File: config.mk
export PLATFORM = sky130hd
export DESIGN_NAME = cond_gate_unit
export DESIGN_NICKNAME = d
export VERILOG_FILES = /design/src/rtl/cgu_pkg.sv /design/src/rtl/cgu_cond_eval.sv /design/src/rtl/cgu_flag_reg.sv /design/src/rtl/cond_gate_unit.sv
export SDC_FILE = /design/constraint.sdc
export NUM_CORES = 1
export LEC_CHECK = 0
export BUFFER_PORTS_ARGS = -buffer_cell sky130_fd_sc_hd__buf_2
export CAP_MARGIN = 20
export CORE_MARGIN = 2
export CORE_UTILIZATION = 27
export CTS_CLUSTER_DIAMETER = 60
export DETAILED_ROUTE_END_ITERATION = 8
export MAX_ROUTING_LAYER = met4
export PLACE_DENSITY = 0.78
export SYNTH_ARGS = -nofsm -noshare
export SYNTH_HDL_FRONTEND = slang
export SYNTH_HIERARCHICAL = 1
export SYNTH_SLANG_ARGS = --single-unit
File: constraint.sdc
create_clock -name clk -period 1.9 [get_ports clk]
set_clock_uncertainty 0.15 [all_clocks]
set_input_delay 0.38 -clock clk [delete_from_list [all_inputs] [get_ports clk]]
set_output_delay 0.38 -clock clk [all_outputs]
set_load 0.05 [all_outputs]
File: src/rtl/cgu_pkg.sv
package cgu_pkg;

    typedef struct packed {
        logic n;
        logic z;
        logic c;
        logic v;
    } cgu_flags_t;

    typedef enum logic [3:0] {
        CC_EQ = 4'h0, CC_NE = 4'h1, CC_CS = 4'h2, CC_CC = 4'h3,
        CC_MI = 4'h4, CC_PL = 4'h5, CC_VS = 4'h6, CC_VC = 4'h7,
        CC_HI = 4'h8, CC_LS = 4'h9, CC_GE = 4'hA, CC_LT = 4'hB,
        CC_GT = 4'hC, CC_LE = 4'hD, CC_AL = 4'hE, CC_NV = 4'hF
    } cgu_cond_e;

endpackage

File: src/rtl/cgu_cond_eval.sv
module cgu_cond_eval
    import cgu_pkg::*;
(
    input  logic [3:0] cond_i,
    input  cgu_flags_t flags_i,
    output logic       pass_o
);

    logic n_eq_v;

    always_comb begin
        n_eq_v = (flags_i.n == flags_i.v);
        unique case (cgu_cond_e'(cond_i))
            CC_EQ:   pass_o =  flags_i.z;
            CC_NE:   pass_o = !flags_i.z;
            CC_CS:   pass_o =  flags_i.c;
            CC_CC:   pass_o = !flags_i.c;
            CC_MI:   pass_o =  flags_i.n;
            CC_PL:   pass_o = !flags_i.n;
            CC_VS:   pass_o =  flags_i.v;
            CC_VC:   pass_o = !flags_i.v;
            CC_HI:   pass_o =  flags_i.c && !flags_i.z;
            CC_LS:   pass_o = !flags_i.c ||  flags_i.z;
            CC_GE:   pass_o =  n_eq_v;
            CC_LT:   pass_o = !n_eq_v;
            CC_GT:   pass_o = !flags_i.z &&  n_eq_v;
            CC_LE:   pass_o =  flags_i.z || !n_eq_v;
            CC_AL:   pass_o = 1'b1;
            default: pass_o = 1'b0;
        endcase
    end

endmodule

File: src/rtl/cgu_flag_reg.sv
module cgu_flag_reg
    import cgu_pkg::*;
(
    input  logic       clk,
    input  logic       rst_n,
    input  logic       sr_wr_i,
    input  cgu_flags_t sr_data_i,
    input  logic       alu_upd_i,
    input  cgu_flags_t alu_data_i,
    output cgu_flags_t flags_o
);

    typedef struct packed {
        cgu_flags_t flags;
    } state_t;

    state_t st_d, st_q;

    always_comb begin
        st_d = st_q;
        if (sr_wr_i) begin
            st_d.flags = sr_data_i;
        end else if (alu_upd_i) begin
            st_d.flags = alu_data_i;
        end
    end

    always_ff @(posedge clk or negedge rst_n) begin
        if (!rst_n) begin
            st_q <= '0;
        end else begin
            st_q <= st_d;
        end
    end

    assign flags_o = st_q.flags;

endmodule

File: src/rtl/cond_gate_unit.sv
module cond_gate_unit
    import cgu_pkg::*;
#(
    parameter int INSTR_W  = 32,
    parameter int SF_BIT   = 20
) (
    input  logic               clk,
    input  logic               rst_n,
    input  logic [INSTR_W-1:0] instr_i,
    input  logic               instr_vld_i,
    input  logic [3:0]         alu_flags_i,
    input  logic               alu_flag_wr_i,
    input  logic               sr_wr_i,
    input  logic [3:0]         sr_data_i,
    input  logic               cop_class_i,
    output logic               exec_en_o,
    output logic               cop_issue_o,
    output logic               flag_n_o,
    output logic               flag_z_o,
    output logic               flag_c_o,
    output logic               flag_v_o
);

    localparam int COND_MSB = INSTR_W - 1;
    localparam int COND_LSB = INSTR_W - 4;

    cgu_flags_t flags_q;
    logic       cond_pass;
    logic       exec_en;
    logic       alu_upd;
    logic       unused_instr_bits;

    assign unused_instr_bits = ^{instr_i[COND_LSB-1:SF_BIT+1], instr_i[SF_BIT-1:0]};

    cgu_cond_eval u_eval (
        .cond_i  (instr_i[COND_MSB:COND_LSB]),
        .flags_i (flags_q),
        .pass_o  (cond_pass)
    );

    assign exec_en = instr_vld_i && cond_pass;
    assign alu_upd = exec_en && instr_i[SF_BIT] && alu_flag_wr_i;

    cgu_flag_reg u_flags (
        .clk        (clk),
        .rst_n      (rst_n),
        .sr_wr_i    (sr_wr_i),
        .sr_data_i  (cgu_flags_t'(sr_data_i)),
        .alu_upd_i  (alu_upd),
        .alu_data_i (cgu_flags_t'(alu_flags_i)),
        .flags_o    (flags_q)
    );

    assign exec_en_o   = exec_en;
    assign cop_issue_o = exec_en && cop_class_i;
    assign flag_n_o    = flags_q.n;
    assign flag_z_o    = flags_q.z;
    assign flag_c_o    = flags_q.c;
    assign flag_v_o    = flags_q.v;

endmodule

==> results.md, run 1 <==
Floorplanning:
- From left edge to right edge, the die measures 42.7 um.
- The full die area is 1820 um2.
- 52 I/O pins were placed.
- Once the floorplan was initialized, standard cells occupied 29.9% of the core.
- The count of standard-cell rows is 13.
- The area inside the core boundary is 1350 um2.
- From bottom edge to top edge, the die measures 42.7 um.

Worst setup path:
- The worst setup path is launched from a register.
- The category of the most critical setup path is register to output pin.
- The startpoint identified for the worst register-to-register timing path is u_flags/flags_o[3]$_DFFE_PN0P_.
- Of all nets on the critical path, the largest fanout is 4.
- The most numerous cell type found on the critical path is a211o_1.
- The signal arrival time at the worst endpoint is 1850 ps.
- The end point of the critical path is cop_issue_o.
- The depth of the worst register-to-register path is 7.
- The endpoint of the worst register-to-register path is u_flags/flags_o[2]$_DFFE_PN0P_.
- The slowest stage of the critical path belongs to the cell dfrtp_2.
- STA puts the critical path data required time at 1370 ps.
- The critical path launch point is u_flags/flags_o[3]$_DFFE_PN0P_.
- Walking the worst path, the cells encountered are xnor2_2, o22ai_1, a211o_1, a211o_1, and3_4, buf_6.
- The largest stage delay on the critical path is 430 ps.
- Setup slack on the worst reg-to-reg path comes out at -150 ps.
- The worst setup path is captured at an output pin.

Min path:
- In this run the worst hold path is classified as input pin to register.
- The critical hold path startpoint is sr_data_i[3].
- Counting instances, the worst hold path has a depth of 3.

CTS:
- The clock net in this run drives a total of 4 sinks.
- The deepest level of the CTS H-tree is 1.
- The CTS tree is built.
- The cell chosen for the clock root is clkbuf_4.
- After clock tree synthesis, the clock-pin slew on the worst setup and hold paths is 40 ps.
- For the worst-skew pair, the clock arrives at the later sink with an insertion delay of 240 ps.
- The longest clock path from root to sink contains 2 buffers.
- The number of buffers inserted during clock tree synthesis is 3.

Cells and area:
- In the final layout, flip-flops and latches occupy 105 um2.
- The growth of design area from synthesis to finish is 64.7%.
- The share of post-route cells with drive strength above 1 is 56.0%.
- The multi-input combinational cells in the finished layout cover a total of 290 um2.
- The final non-filler cell area is 666 um2.
- The net count of the finished layout is 132.
- The number of diodes added for antenna fixing is 0.
- Counting the fill cells in the layout gives 141.
- The flip-flop count of the largest register, all copies and words added is 4.
- Leaving out filler cells and counting taps, the final layout contains 99.

Synth:
- After synthesis, the largest area contributor takes up 24.8% of total cell area.
- The average cell area after synthesis is 8.42 um2.
- Sorting the synthesized cells by area gives the leading types as dfrtp_1, mux2i_1, nand2_1.
- The proportion of synthesized chip area in sequential cells is 24.8%.
- The number of synthesized register bits is 4.
- Synthesis produced a netlist with a net count of 94.
- The combined area of all synthesized cells is 404 um2.
- dfrtp_1 takes more of the synthesized area than any other cell.
- The number of instances in the synthesized netlist is 48.
- The number of different library cells used by synthesis comes to 27.
- The number of warnings reported in the yosys synthesis log is 6.

Place:
- The post-placement setup slack is -396 ps.
- The wire-length estimate of the detail-placed layout is 855 um.
- In this run the tool buffered the top-level ports with 24 buffer cells.
- Summing all placed instances gives a cell area of 601 um2.
- The count of placed standard cells including taps is 93.
- The weighted congestion at the end of routability-driven global placement is 0.768.

STA:
- The count of final max-slew check failures is 0.
- The portion of the clock cycle consumed by the worst path in the final layout is 125%.
- The setup total negative slack is -1540 ps.
- The final critical-path required period is 2380 ps.
- The maximum achievable frequency is 420 MHz.
- The minimum hold slack is 203 ps.
- The transition time at the pin with the least slew margin is 252 ps.
- Setup slack on the critical path of the routed design comes to -481 ps.
- The setup-violating endpoint count in the final report is 6.
- The final count of hold timing violations is 0.
- Setup repair after global routing could not meet its margin everywhere.
- Headroom to the max-slew limit came out at 83.2%.

GRT:
- Global routing consumed, over all layers together, 13.7% of the routing resources.
- The number of global-route vias before repair is 498.
- The number of antenna violations at the first check in global routing was 0.
- Entering global routing, the biggest net connects 9 pins.
- The first-pass GRT wire length is 1.81 mm.
- The total overflow left after global routing is 0.

Job:
- The max-capacitance violation count is 0.

Power and ir drop:
- The areal power density over the cells is 616 nW/um2.
- For this design the static power due to leakage is 0.323 nW.
- The peak supply drop is 373 uV.

Drt:
- The remaining number of nets flagged by the antenna check after routing is 0.
- The number of vias per cell is 4.95.
- Summed over all layers, the routed wires come to 1.04 mm.
- After the first detailed-routing iteration, the DRC count stood at 3.
- The detailed-route wire length per cell is 10.5 um.
- The routed layout has 490 vias.
- The post-detailed-route DRC marker count is 0.
- The first TritonRoute pass finished after 3 iterations.

Outcome:
- The checks that failed: negative setup slack.
- The run finished, with violations left.
layout by cell type (no fill, tap or decap):
master and count:
a211o_1 2, a221oi_1 1, a22oi_1 1, a21oi_1 3, o211ai_1 2, clkbuf_4 3, nand2b_1 2, nand2_1 6
dlygate4sd3_1 1, nor3_1 2, dfrtp_2 4, buf_2 22, xnor2_2 1, nor2b_1 1, mux2i_1 4, mux2_4 1
o22ai_1 1, and4_2 1, xor2_1 1, buf_6 3, buf_4 10, o21ai_1 4, o31ai_1 1, nor3b_1 1
and3b_1 1, nor2_1 2, and3_4 1, or2b_1 1, and2_4 1
layer usage:
layer / part of all wire, % / vias up / track usage (%)
li1: - / 250 / -
met1: 35 / 221 / 11.4
met2: 58 / 17 / 26.1
met3: 5.3 / 2 / 2.98
met4: 1.4 / 0 / 9.38
met5: 0 / - / -
logic make-up (layout without fill, tap and decap cells):
kind of cell | Yosys count | count (layout) | synth area share, %
mux | 5 | 5 | 13.6
simple gates | 19 | 19 | 26.3
flops | 4 | 4 | 24.8
buf+inv | 3 | 39 | 4.95
compound gates | 15 | 15 | 24.2
xor+xnor | 2 | 2 | 6.19
critical path: cells and delay by family, from the launching register on:
kind / cells / cell delay (ps)
compound gates: 3 / 680
xor+xnor: 1 / 190
buf+inv: 1 / 140
flops: 1 / 430
simple gates: 1 / 160
worst min path at each step:
stage	slack (ps)	end
after floorplan	-70	u_flags/flags_o[0]$_DFFE_PN0P_
after global placement	40	u_flags/flags_o[2]$_DFFE_PN0P_
after detailed placement	40	u_flags/flags_o[2]$_DFFE_PN0P_
after CTS	190	u_flags/flags_o[2]$_DFFE_PN0P_
after global routing	220	u_flags/flags_o[1]$_DFFE_PN0P_
final	200	u_flags/flags_o[3]$_DFFE_PN0P_
cell type report:
| class | instances | share of cell area (%) |
|---|---|---|
| well taps | 15 | 2.82 |
| repair buffers | 36 | 34.4 |
| flip-flops and latches | 4 | 15.8 |
| multi-input cells | 41 | 43.6 |
| clock buffers | 3 | 3.38 |
stage by stage:
stage | total power [mW] | util, %
after floorplan | 0.218 | -
after global placement | 0.281 | 44.5
after detailed placement | 0.285 | 44.5
after CTS | 0.414 | 49.0
after global routing | 0.440 | 49.3
final | 0.410 | 49.3
repair_timing:
item	CTS	global route
pin swaps	1	1
resized for setup	5	1
buffers inserted	2	0
endpoints found under the hold margin	4	0
setup endpoints to repair	6	6
hold buffers	1	0
power by group:
group	switching (mW)	internal (mW)	total [mW]
registers	0.00966	0.0957	0.105
clock network	0.0377	0.0709	0.109
logic	0.102	0.0941	0.196
total	0.149	0.261	0.410
synthesized netlist by cell type, drive strengths merged:
| master | count |
|---|---|
| nor3b | 1 |
| a21oi | 3 |
| o31ai | 1 |
| nand2 | 6 |
| mux2i | 4 |
| xnor2 | 1 |
| nor3 | 2 |
| o21ai | 4 |
| nor2b | 1 |
| o211ai | 2 |
| and4 | 1 |
| and3 | 1 |
| buf | 2 |
| clkbuf | 1 |
| and2 | 1 |
| o22ai | 1 |
| mux2 | 1 |
| nand2b | 2 |
| a211o | 2 |
| or2b | 1 |
| a221oi | 1 |
| xor2 | 1 |
| nor2 | 2 |
| and3b | 1 |
| a22oi | 1 |
| dfrtp | 4 |
Power figures use the tool's default switching activity.
==> run 2: changes to the inputs <==
- CORE_UTILIZATION: 27 -> 30
- PLACE_DENSITY: 0.78 -> 0.82
- clock period: 1.9 -> 2.7 ns (I/O delays scaled with it)
==> results.md, run 2 (synthesis results as in run 1) <==
Floorplanning:
- The die is 40.7 um tall.
- The total I/O pin count is 52.
- The initial cell density of the core is 31.5%.
- The die width is 40.7 um.
- The full die area is 1660 um2.
- The count of standard-cell rows is 13.
- The area inside the core boundary is 1280 um2.

Place:
- Detailed placement finished with a half-perimeter wire length of 782 um.
- The count of placed standard cells including taps is 84.
- The congestion estimate from routability-driven global placement came to 0.676.
- The count of port buffers added during placement is 24.

CTS:
- The source-to-sink clock delay at the later pin of the worst-skew pair is 230 ps.
- CTS saw 4 sinks.
- CTS placed an instance of clkbuf_4 at the clock tree root.
- The deepest level of the CTS H-tree is 1.
- Clock tree synthesis inserted a total of 3 buffers.
- After clock tree synthesis, the clock-pin slew on the worst setup and hold paths is 40 ps.
- The CTS tree is built.
- The maximum clock path buffer count is 2.

GRT:
- The first-pass GRT wire length is 1.60 mm.
- The number of global-route vias before repair is 393.
- The maximum number of pins on one net before global-route repair is 10.
- The overall fraction of global-route tracks in use is 15.7%.
- The number of antenna violations at the first check in global routing is 0.
- The total congestion overflow after global routing is 0.

STA:
- The final count of hold timing violations is 0.
- In the final timing run, aggregate negative setup slack is 0 ps.
- The setup-violating endpoint count in the final report is 0.
- Based on the critical path, the design can be clocked at up to 379 MHz.
- The portion of the clock cycle consumed by the worst path in the final layout is 97.8%.
- The count of final max-slew check failures is 0.
- At the pin with the least slew margin, the transition time is 276 ps.
- Subtracting the final worst setup slack from the clock period gives 2640 ps.
- Headroom to the max-slew limit came out at 81.6%.
- Setup repair after global routing left no endpoint under its margin.

Drt:
- The count of nets left with antenna violations once routing finished came out at 0.
- The post-detailed-route DRC marker count is 0.
- Wires add up to 999 um.
- The detailed router placed 453 vias in this run.
- The first TritonRoute pass finished after 2 iterations.
- After detailed routing, the number of vias per cell comes to 5.03.
- After detailed routing, the average wire length per cell comes to 11.1 um.
- The first-iteration detailed-routing DRC count is 6.

Worst setup path:
- The launching element type of the critical path is a register.
- STA puts the critical path data arrival time at 1950 ps.
- By instance count, the cell type seen most on the critical path is a211o_1.
- The critical path required time is 2010 ps.
- The master of the slowest instance on the critical path is dfrtp_2.
- The worst setup path is captured at an output pin.
- Walking the worst path, the cells encountered are xnor2_2, o22ai_1, a211o_1, a211o_1, and3_2, buf_4.
- The largest stage delay on the critical path is 440 ps.
- Of all nets on the critical path, the largest fanout is 5.
- The critical path is of the register to output pin type.
- The worst register-to-register path has a depth of 7.

Cells and area:
- The number of antenna diodes in the final layout is 0.
- The register with the most flip-flops in the layout has 4 of them.
- The library cells used most frequently in the layout, excluding fill and tap cells, are buf_2, nand2_1.
- The number of inserted filler cells in the final layout is 127.
- The leading cell type in the layout, fill and taps excluded is buf_2.
- In the final layout, the share of cells above drive strength 1 is 46.7%.
- The net count reported at finish is 123.
- After the flow finishes, the layout carries non-filler instances totaling 90.
- The flip-flop and latch area is 103 um2.
- The growth of design area from synthesis to finish is 43.7%.
- Summing all multi-input logic gate instances after layout gives 284 um2.

Min path:
- Counting instances, the worst hold path has a depth of 3.
- The classification of the worst-slack hold path is input pin to register.

Power and ir drop:
- The areal power density over the cells is 451 nW/um2.
- The leakage power is 0.279 nW.
- The worst-case IR drop observed on VDD is 242 uV.
- The total design power is 262 uW.

Job:
- The max-capacitance violation count is 0.

Outcome:
- The run finished with clean final reports.
## run 2: cell count changes in the layout (fill, tap and decap cells not counted), sizes merged
cell    change
buf        -10
clkbuf      +1
## run 2: power by group
part | internal, mW | total [mW] | switching (mW)
clock | 0.0496 | 0.0728 | 0.0232
combinational | 0.0475 | 0.112 | 0.0650
sequential | 0.0669 | 0.0765 | 0.00959
total | 0.164 | 0.262 | 0.0977
## run 2: final timing paths
| path | startpoint | endpoint | slack (ps) |
|---|---|---|---|
| setup / recovery | u_flags/flags_o[3]$_DFFE_PN0P_ | cop_issue_o | 60 |
| hold / removal | sr_data_i[2] | u_flags/flags_o[2]$_DFFE_PN0P_ | 370 |
| setup reg to reg | u_flags/flags_o[3]$_DFFE_PN0P_ | u_flags/flags_o[3]$_DFFE_PN0P_ | 610 |
| hold reg to reg | u_flags/flags_o[1]$_DFFE_PN0P_ | u_flags/flags_o[1]$_DFFE_PN0P_ | 460 |
| max in group asynchronous | rst_n | u_flags/flags_o[0]$_DFFE_PN0P_ | 1770 |
| min in group asynchronous | rst_n | u_flags/flags_o[3]$_DFFE_PN0P_ | 500 |
## run 2: layout make-up
class,count,area share [%]
timing repair buffer,27,26.3
multi-input combinational,41,48.9
tap,15,3.23
sequential,4,17.7
clock buffer,3,3.88
## run 2: timing repair
item,4_1_cts,5_1_grt
gates resized for setup,1,6
setup endpoints to repair,2,2
setup buffers,0,2
pin swaps,1,1
endpoints found under the hold margin,4,0
hold buffers,1,0
## run 2: metal layers
layer | global-route usage (%) | up-vias | wire [um]
met5 | - | - | 0
met4 | 12.5 | 0 | 0
met3 | 1.63 | 0 | 59
met2 | 27.0 | 18 | 546
met1 | 16.2 | 203 | 393
li1 | - | 232 | -
## run 2: per-stage QoR
stage | utilization (%) | area [um2] | hold WS (ps) | worst slack, ps
2_1_floorplan | - | 404 | 94.4 | 147
4_1_cts | 43.3 | 557 | 359 | 10.2
3_5_place_dp | 40.7 | 523 | 200 | 46.1
3_3_place_gp | 40.7 | 523 | 196 | 59.0
5_1_grt | 45.2 | 581 | 387 | 7.61
6_report | 45.2 | 581 | 373 | 59.2
## run 2: worst max-delay path: cells and delay by family (launching register included)
family / cells / cell delay (ps)
AOI/OAI and AO/OA: 3 / 700
DFF: 1 / 440
xor gates and xnor gates: 1 / 220
and+or+nand+nor: 1 / 180
buffers and inverters: 1 / 180
==> run 3: changes to the inputs <==
- REMOVE_ABC_BUFFERS: unset -> 1
==> results.md, run 3 (synthesis results as in run 1) <==
Outcome:
- The flow ran to the end, and the final reports show no timing, DRC or antenna violations.

Worst setup path:
- In this run the critical register-to-register path is captured at u_flags/flags_o[1]$_DFFE_PN0P_.
- For flop-to-flop paths, the worst setup slack is 620 ps.
- The nature of the critical path endpoint is an output pin.
- Data arrives at the worst endpoint at 1920 ps.
- Of all nets on the critical path, the largest fanout is 8.
- In this run the critical register-to-register path is launched from u_flags/flags_o[3]$_DFFE_PN0P_.
- The depth of the worst register-to-register path is 7.
- The critical path required time is 2010 ps.
- The launching element type of the critical path is an input pin.
- Tracing the worst setup path back leads to its startpoint at instr_i[30].
- The critical path in this run is classified as input pin to output pin.

Job:
- The tool flagged a number of max-cap violations equal to 0.

Place:
- After detailed placement, the design holds a cell count of 84.
- In this run the cell area measured after placement is 523 um2.
- The weighted congestion at the end of routability-driven global placement is 0.665.
- Once detailed placement completed, the half-perimeter wirelength came to 774 um.
- The count of port buffers added during placement is 24.

CTS:
- The CTS tree is built.
- After clock tree synthesis, the clock-pin slew on the worst setup and hold paths is 40 ps.
- The number of buffers inserted during clock tree synthesis is 3.
- The deepest level of the CTS H-tree is 1.
- Clock latency on the worst-skew pair, taken at its later pin, is 230 ps.
- In this run the deepest clock path goes through 2 buffers.
- The clock net in this run drives a total of 4 sinks.
- Clock tree synthesis selected as its root buffer the cell clkbuf_4.

GRT:
- Entering global routing, the biggest net connects 10 pins.
- The overall fraction of global-route tracks in use is 15.9%.
- The number of antenna violations at the first check in global routing is 0.
- The first-pass GRT wire length is 1.62 mm.
- The total overflow left after global routing is 0.
- The number of global-route vias before repair came to 403.

Floorplanning:
- The area inside the core boundary is 1280 um2.
- The full die area is 1660 um2.
- The die width is 40.7 um.
- The total I/O pin count is 52.
- The chip height is 40.7 um.
- The initial cell density of the core is 31.5%.
- The count of standard-cell rows is 13.

Power and ir drop:
- In this run, the clock network consumes 27.9% of the power.
- Cell internal power was estimated by the tool at 163 uW.
- Registers are responsible for 29.5% of the overall power.
- The switching part of the total is 37.4%.
- The leakage power is 0.275 nW.
- Across the VDD grid, the largest voltage drop is 257 uV.
- Combinational cells account for 42.6% of the total power.
- In this run the power spent charging and discharging nets is 97.8 uW.
- The areal power density over the cells is 452 nW/um2.

Cells and area:
- The area of combinational cells with multiple inputs is 284 um2.
- After the last flow step, the layout net total stands at 122.
- Of the cells placed in the final design, the portion with a size suffix greater than 1 is 45.9%.
- The flip-flop count of the largest register, all copies and words added is 4.
- In the layout the commonest cells are buf_2, nand2_1, mux2i_1, o21ai_1.
- The leading cell type in the layout, fill and taps excluded is buf_2.
- Summing all flip-flop and latch instances after layout gives 103 um2.
- The repair_antennas step left the layout with diodes totalling 0.
- The finished cells cover 578 um2.
- The growth of design area from synthesis to finish is 43.0%.
- The number of inserted filler cells in the final layout is 139.
- The finished layout holds 89 standard cells, fillers aside.

STA:
- The setup-violating endpoint count in the final report is 0.
- Derived from the worst setup path, the maximum achievable clock frequency is 384 MHz.
- Across all hold checks on the routed design, the worst slack comes to 386 ps.
- For the final routed database, the setup TNS stands at 0 ps.
- The final count of hold timing violations came to 0.
- Headroom to the max-slew limit came out at 83.4%.
- The transition time at the pin with the least slew margin is 250 ps.
- The final critical-path required period is 2610 ps.
- The count of final max-slew check failures is 0.
- Of the available clock period, the critical path in the final layout requires 96.6%.

Drt:
- In the routed design, unresolved DRC markers number 0.
- The detailed router placed 453 vias in this run.
- The first detailed-routing pass ran for 4 iterations.
- Using the TritonRoute via totals, the vias-per-cell ratio works out to 5.09.
- The first-iteration detailed-routing DRC count is 7.
- After detailed routing, the average wire length per cell comes to 11.4 um.
- The routed design has 1.02 mm of wire.
- The detail route stage leaves a number of antenna-violating nets equal to 0.

Min path:
- Counting instances, the worst hold path has a depth of 3.
- For hold timing, the worst endpoint is u_flags/flags_o[0]$_DFFE_PN0P_.
- The classification of the worst-slack hold path is input pin to register.
- The startpoint identified for the worst hold timing path is sr_data_i[0].
-- run 3: routing by layer --
layer	up-vias	routed length (um)	GRT usage [%]
met1	204	406	18.2
met4	0	0	12.5
met2	17	552	25.0
li1	232	-	-
met3	0	56	1.63
met5	-	0	-
-- run 3: area by class of cell --
type	count	share of cell area (%)
tap	15	3.25
sequential	4	17.7
clock buffer	3	3.90
timing repair buffer	26	26.0
multi-input combinational	41	49.1
-- run 3: power groups by stage --
stage / sequential, mW / clock [mW] / combinational (mW)
finish: 0.0770 / 0.0729 / 0.111
global route: 0.0786 / 0.0840 / 0.121
CTS: 0.0766 / 0.0770 / 0.105
global placement: 0.0769 / 0 / 0.101
detailed placement: 0.0773 / 0 / 0.103
floorplan: 0.0967 / 0 / 0.0494
-- run 3: critical path, cell delays in order --
cell      delay [ps]
buf_2            160
mux2_4           310
a21oi_1          140
o211ai_1         110
a211o_1          320
and3_2           180
buf_6            150
-- run 3: worst max path at each step --
stage | to | cells after the start
6_report | cop_issue_o | 7
4_1_cts | cop_issue_o | 6
3_5_place_dp | cop_issue_o | 7
3_3_place_gp | cop_issue_o | 7
5_1_grt | cop_issue_o | 6
2_1_floorplan | cop_issue_o | 5
-- run 3: stage by stage --
step	util [%]	total power [mW]	setup WS, ps
after floorplan	-	0.146	147
after global placement	40.7	0.178	69.4
after detailed placement	40.7	0.181	51.2
after CTS	43.2	0.259	10.4
after global routing	45.0	0.284	-2.45
final	45.0	0.261	92.5
-- run 3: timing repair --
action,in CTS,in global routing
hold buffers,1,0
endpoints found under the setup margin,2,2
buffers inserted,0,1
gates resized for setup,0,8
pin swaps,1,2
endpoints found under the hold margin,4,0
